==> config.mk <==
export PLATFORM = sky130hd
export DESIGN_NAME = farxfer_guard
export DESIGN_NICKNAME = d
export VERILOG_FILES = /design/src/rtl/farxfer_pkg.sv /design/src/rtl/farxfer_direct_rule.sv /design/src/rtl/farxfer_gate_rule.sv /design/src/rtl/farxfer_pl_reg.sv /design/src/rtl/farxfer_guard.sv
export SDC_FILE = /design/constraint.sdc
export NUM_CORES = 1
export LEC_CHECK = 0
export BUFFER_PORTS_ARGS = -buffer_cell sky130_fd_sc_hd__buf_2
export CAP_MARGIN = 15
export CELL_PAD_IN_SITES_DETAIL_PLACEMENT = 1
export CELL_PAD_IN_SITES_GLOBAL_PLACEMENT = 1
export CORE_MARGIN = 2
export CORE_UTILIZATION = 38
export CTS_BUF_LIST = sky130_fd_sc_hd__clkbuf_8
export CTS_CLUSTER_DIAMETER = 200
export DETAILED_ROUTE_END_ITERATION = 16
export PLACE_DENSITY_LB_ADDON = 0.1
export SLEW_MARGIN = 20
export SYNTH_ARGS = -nofsm -noshare
export SYNTH_HDL_FRONTEND = slang
export SYNTH_HIERARCHICAL = 1
export SYNTH_SLANG_ARGS = --single-unit
==> constraint.sdc <==
create_clock -name clk -period 2.4 [get_ports clk]
set_input_delay 0.48 -clock clk [delete_from_list [all_inputs] [get_ports clk]]
set_output_delay 0.48 -clock clk [all_outputs]
set_load 0.005 [all_outputs]
==> src/rtl/farxfer_pkg.sv <==
package farxfer_pkg;

    localparam int unsigned PL_W = 2;

    typedef logic [PL_W-1:0] pl_t;

    typedef enum logic [1:0] {
        ST_IDLE = 2'd0,
        ST_EVAL = 2'd1,
        ST_RESP = 2'd2
    } fsm_e;

    typedef struct packed {
        logic via_gate;
        logic is_call;
        pl_t  rpl;
        pl_t  tgt_dpl;
        logic tgt_conf;
        pl_t  gate_dpl;
    } xfer_req_t;

    typedef struct packed {
        logic fault;
        logic stack_sw;
        pl_t  new_pl;
    } verdict_t;

    function automatic pl_t pl_weaker(input pl_t a, input pl_t b);
        return (a > b) ? a : b;
    endfunction

endpackage

==> src/rtl/farxfer_direct_rule.sv <==
module farxfer_direct_rule
    import farxfer_pkg::*;
(
    input  pl_t      cur,
    input  pl_t      rpl,
    input  pl_t      tgt_dpl,
    input  logic     tgt_conf,
    output verdict_t verdict
);
    logic allowed;

    always_comb begin
        if (tgt_conf) begin
            allowed = (tgt_dpl <= cur);
        end else begin
            allowed = (rpl <= cur) && (tgt_dpl == cur);
        end
        verdict.fault    = !allowed;
        verdict.stack_sw = 1'b0;
        verdict.new_pl   = cur;
    end

endmodule

==> src/rtl/farxfer_gate_rule.sv <==
module farxfer_gate_rule
    import farxfer_pkg::*;
(
    input  pl_t      cur,
    input  pl_t      rpl,
    input  pl_t      gate_dpl,
    input  pl_t      tgt_dpl,
    input  logic     tgt_conf,
    input  logic     is_call,
    output verdict_t verdict
);
    pl_t  eff_rpl;
    logic gate_open;
    logic tgt_reachable;
    logic inward;

    always_comb begin
        eff_rpl       = pl_weaker(cur, rpl);
        gate_open     = (eff_rpl <= gate_dpl);
        tgt_reachable = (tgt_dpl <= cur);
        inward        = !tgt_conf && (tgt_dpl < cur);

        verdict.fault    = 1'b0;
        verdict.stack_sw = 1'b0;
        verdict.new_pl   = cur;

        if (!gate_open || !tgt_reachable) begin
            verdict.fault = 1'b1;
        end else if (inward) begin
            if (is_call) begin
                verdict.stack_sw = 1'b1;
                verdict.new_pl   = tgt_dpl;
            end else begin
                verdict.fault = 1'b1;
            end
        end
    end

endmodule

==> src/rtl/farxfer_pl_reg.sv <==
module farxfer_pl_reg
    import farxfer_pkg::*;
#(
    parameter pl_t INIT_PL = '0
) (
    input  logic clk,
    input  logic rst_n,
    input  logic load,
    input  pl_t  d,
    output pl_t  q
);
    always_ff @(posedge clk) begin
        if (!rst_n) begin
            q <= INIT_PL;
        end else if (load) begin
            q <= d;
        end
    end

endmodule

==> src/rtl/farxfer_guard.sv <==
module farxfer_guard
    import farxfer_pkg::*;
#(
    parameter logic [PL_W-1:0] RESET_PL = '0
) (
    input  logic            clk,
    input  logic            rst_n,
    input  logic            in_valid,
    output logic            in_ready,
    input  logic            in_gate,
    input  logic            in_call,
    input  logic [PL_W-1:0] in_rpl,
    input  logic [PL_W-1:0] in_tgt_dpl,
    input  logic            in_tgt_conf,
    input  logic [PL_W-1:0] in_gate_dpl,
    output logic            out_valid,
    input  logic            out_ready,
    output logic            out_fault,
    output logic            out_stack_switch,
    output logic [PL_W-1:0] out_new_pl,
    output logic [PL_W-1:0] cur_pl
);
    fsm_e      state_q, state_d;
    xfer_req_t req_q;
    verdict_t  direct_v, gate_v, chosen_v, res_q;
    logic      accept;
    logic      pl_load;

    // state register
    always_ff @(posedge clk) begin
        if (!rst_n) begin
            state_q <= ST_IDLE;
        end else begin
            state_q <= state_d;
        end
    end

    // transitions
    always_comb begin
        state_d = state_q;
        unique case (state_q)
            ST_IDLE: if (in_valid) state_d = ST_EVAL;
            ST_EVAL: state_d = ST_RESP;
            ST_RESP: if (out_ready) state_d = ST_IDLE;
            default: state_d = ST_IDLE;
        endcase
    end

    // state-decoded outputs
    always_comb begin
        in_ready  = (state_q == ST_IDLE);
        out_valid = (state_q == ST_RESP);
        accept    = in_ready && in_valid;
        pl_load   = (state_q == ST_EVAL) && !chosen_v.fault;
    end

    // request capture
    always_ff @(posedge clk) begin
        if (!rst_n) begin
            req_q <= '0;
        end else if (accept) begin
            req_q.via_gate <= in_gate;
            req_q.is_call  <= in_call;
            req_q.rpl      <= in_rpl;
            req_q.tgt_dpl  <= in_tgt_dpl;
            req_q.tgt_conf <= in_tgt_conf;
            req_q.gate_dpl <= in_gate_dpl;
        end
    end

    farxfer_direct_rule u_direct (
        .cur      (cur_pl),
        .rpl      (req_q.rpl),
        .tgt_dpl  (req_q.tgt_dpl),
        .tgt_conf (req_q.tgt_conf),
        .verdict  (direct_v)
    );

    farxfer_gate_rule u_gate (
        .cur      (cur_pl),
        .rpl      (req_q.rpl),
        .gate_dpl (req_q.gate_dpl),
        .tgt_dpl  (req_q.tgt_dpl),
        .tgt_conf (req_q.tgt_conf),
        .is_call  (req_q.is_call),
        .verdict  (gate_v)
    );

    assign chosen_v = req_q.via_gate ? gate_v : direct_v;

    // verdict register
    always_ff @(posedge clk) begin
        if (!rst_n) begin
            res_q <= '0;
        end else if (state_q == ST_EVAL) begin
            res_q <= chosen_v;
        end
    end

    farxfer_pl_reg #(.INIT_PL(RESET_PL)) u_pl (
        .clk   (clk),
        .rst_n (rst_n),
        .load  (pl_load),
        .d     (chosen_v.new_pl),
        .q     (cur_pl)
    );

    assign out_fault        = res_q.fault;
    assign out_stack_switch = res_q.stack_sw;
    assign out_new_pl       = res_q.new_pl;


    hold_resp_chk: assert property (@(posedge clk) disable iff (!rst_n)
        out_valid && !out_ready |=> out_valid && $stable(out_fault)
            && $stable(out_stack_switch) && $stable(out_new_pl));


    busy_after_accept_chk: assert property (@(posedge clk) disable iff (!rst_n)
        in_valid && in_ready |=> !in_ready);


    pl_matches_resp_chk: assert property (@(posedge clk) disable iff (!rst_n)
        out_valid |-> cur_pl == out_new_pl);


    fault_no_switch_chk: assert property (@(posedge clk) disable iff (!rst_n)
        out_valid && out_fault |-> !out_stack_switch);


    switch_goes_inward_chk: assert property (@(posedge clk) disable iff (!rst_n)
        $rose(out_valid) && out_stack_switch |-> out_new_pl < $past(cur_pl));


    direct_keeps_pl_chk: assert property (@(posedge clk) disable iff (!rst_n)
        state_q == ST_EVAL && !req_q.via_gate |=> cur_pl == $past(cur_pl));

endmodule

==> impl_metrics.toml <==
[outcome]
status = "finished with violations"
violations = "setup timing"

[place]
dp.final_hpwl_um = 2006
finalWeightedCongestion = 0.7327
detailedPlace.worstSlack_ns = -0.1760
port_buffers = 20
placed_area_um2 = 1272

[critical_path]
cp_top_family = "multiplexers"
crit_chain = "inv_1 -> ha_4 -> a221oi_2 -> o21ai_1 -> ha_1 -> nand2_2 -> o21ai_4 -> nand4b_4 -> mux2_4 -> mux2_4 -> mux2i_1 -> nor2b_1"
startpoint_type = "flop"
worstRegToRegCells = 12
critPathArrivalTime_ns = 2.65
crit_path_end_kind = "flop"
crit_path_max_fanout = 3
worst_path_most_repeated_cell = "mux2_4"
critPathRequiredTime_ns = 2.55
slowest_delay_ns = 0.36
cp.depth = 12
crit_path_top_delay_cell = "dfxtp_4"
critical_path_class = "reg2reg"
crit_buf_inv = 1

[global_route]
overflow = 0
first_global_vias = 1007
antenna_found_initial = 0
grt_max_degree = 27
grt_first_pass_wirelength_um = 4636
grt_usage_pct = 18.41

[cts]
numCtsBuffers = 3
clock_sinks = 17
clockBufferDepth = 2
cts_tree = "built"
h-tree-depth = 1
cts_hold_buf = 0
root_buffer = "clkbuf_8"
worstSkewPairLatency_ns = 0.25
cts.clk_slew.worst_paths_ns = 0.06

[route]
drt_iter0_drc = 11
remaining_drc_errors = 0
wl_per_cell_um = 14.19
ant_nets = 0
routed_wl_um = 2626
drtPass1Iterations = 4
via_per_inst = 5.049
via_count = 934

[timing]
grt_setup_unrepaired = "yes"
setup_slack_ns = -0.1053
fin_crit_ns = 2.505
skew_ns = 0.001598
setup_viol = 3
hold_viol_final = 0
worstMarginPinSlew_ns = 0.6654
timing.final.crit_share_pct = 104.4
max_slew_margin_pct = 55.59
drv_slew = 0
max_freq_mhz = 399.1

[layout]
utilization_pct = 49.91
synthToLayoutAreaGrowth_pct = 25.71
drive_gt1_share_pct = 37.01
antennaDiodeCount = 0
final_nets = 179
nFillCells = 339
design_area_um2 = 1376

[yosys]
syn-num-nets = 151
synth_cell_types = 32
netlist_area_um2 = 1095
ys_warn_count = 6
ys_ff_latch = 17
syn_inst = 127
avgSynthCellArea_um2 = 8.620
yosysSeqAreaShare_pct = 31.09

[floorplanning]
start_util_pct = 39.70
core_um2 = 2758
die_h_um = 57.68
die_w_um = 57.68
rows = 19
dieArea_um2 = 3326
ios = 21

[pwr]
finalPower_mw = 0.6816
leakagePower_nw = 0.6365
power_density_nw_per_um2 = 495.2
ir_worst_vdd_mv = 0.4211

[job]
maxCapViolCount = 0

[hold_path]
holdPathStages = 3
min_path_type = "in2reg"
==> final timing paths <==
check                    startpoint                     end  slack, ns
max          u_pl/q[1]$_SDFFE_PN0P_  u_pl/q[1]$_SDFFE_PN0P_      -0.11
min                         in_call   req_q[7]$_SDFFE_PN0P_       0.44
max reg2reg  u_pl/q[1]$_SDFFE_PN0P_  u_pl/q[1]$_SDFFE_PN0P_      -0.11
min reg2reg   req_q[1]$_SDFFE_PN0P_   req_q[1]$_SDFFE_PN0P_       0.47
==> state kept, by name, indices dropped and copies added, names as in the netlist <==
signal and count:
out_fault 1, out_new_pl 2, out_stack_switch 1, req_q 9
state_q 2, u_pl/q 2
==> metal layers <==
| layer | wire (um) | part of all wire (%) | track usage (%) |
|---|---|---|---|
| met1 | 1212 | 46 | 23.68 |
| met2 | 1279 | 49 | 30.84 |
| met3 | 88 | 3.4 | 3.125 |
| met4 | 46 | 1.8 | 6.977 |
| met5 | 0 | 0 | 0 |
==> power breakdown <==
part / internal, mW / switching (mW)
sequential: 0.298 / 0.0193
combinational: 0.0763 / 0.0773
clock: 0.114 / 0.0970
total: 0.488 / 0.194
==> stage by stage <==
step	std cells	TNS [ns]	hold slack [ns]
after floorplan	127	0	0.4360
after global placement	179	-0.01756	0.4489
after detailed placement	179	-0.4448	0.4646
after CTS	185	-0.1389	0.4373
after global routing	185	-0.7644	0.4620
final	185	-0.1662	0.4410
==> tightest hold or removal path, cell delays in order <==
cell     delay [ns]
buf_2          0.07
nand3_1        0.05
o21ai_0        0.06
==> cells by family (layout without fill, tap and decap cells) <==
group,count (synthesis),count (layout),synth area share [%]
AOI/OAI and AO/OA,26,26,15.77
adders and majority gates,11,11,12.57
buffers and inverters,18,45,8.342
DFF,17,17,31.09
muxes,7,7,7.085
other,1,1,0.3425
and+or+nand+nor,47,47,24.80
==> final cells by class <==
type | count | area (um2) | area share (%)
clock buffers | 3 | 41.29 | 3.000
clock inverters | 1 | 3.754 | 0.2727
inverters | 12 | 47.55 | 3.455
multi-input cells | 92 | 723.2 | 52.55
flip-flops and latches | 17 | 350.3 | 25.45
well taps | 31 | 38.79 | 2.818
repair buffers | 29 | 171.4 | 12.45
==> layout by cell type (no fill, tap or decap), types with 4 or more instances in the layout <==
cell	n
buf_2	20
o21ai_0	13
dfxtp_1	13
nand2_1	12
inv_1	11
nor2_1	8
nand3_1	8
buf_4	8
ha_1	8
nor2b_1	6
mux2i_1	4
==> what timing repair did <==
item / in CTS / in global routing
setup endpoints to repair: 4 / 4
pin swaps: 6 / 0
gates resized for setup: 10 / 1
setup buffers: 2 / 0
==> cells in the mapped netlist <==
master    instances  area, um2
and2_1            1      6.260
nor3b_4           1      18.77
or2_2             1      6.260
and2b_1           1      7.510
inv_1            12      45.04
a21oi_1           2      10.01
a211oi_2          1      12.51
o21ai_4           1      16.27
conb_1            1      3.750
o21ai_1           1      5.000
mux2i_1           4      40.04
nand3_2           1      10.01
o21a_1            1      7.510
nand2b_1          4      25.02
buf_4             4      30.03
a221oi_1          1      8.760
mux2_2            2      22.52
mux2_4            1      15.01
nor2b_4           1      13.76
a21oi_2           1      8.760
a32o_1            2      20.02
nand2_1          13      48.80
buf_6             1      11.26
dfxtp_1          17      340.3
nand4b_4          1      23.77
ha_1             11      137.6
o21ai_0          15      75.07
nand3_1           8      40.04
buf_2             1      5.000
o21ai_2           1      8.760
nor2b_1           6      37.54
nor2_1            9      33.78
(Power assumes the default switching activity.)
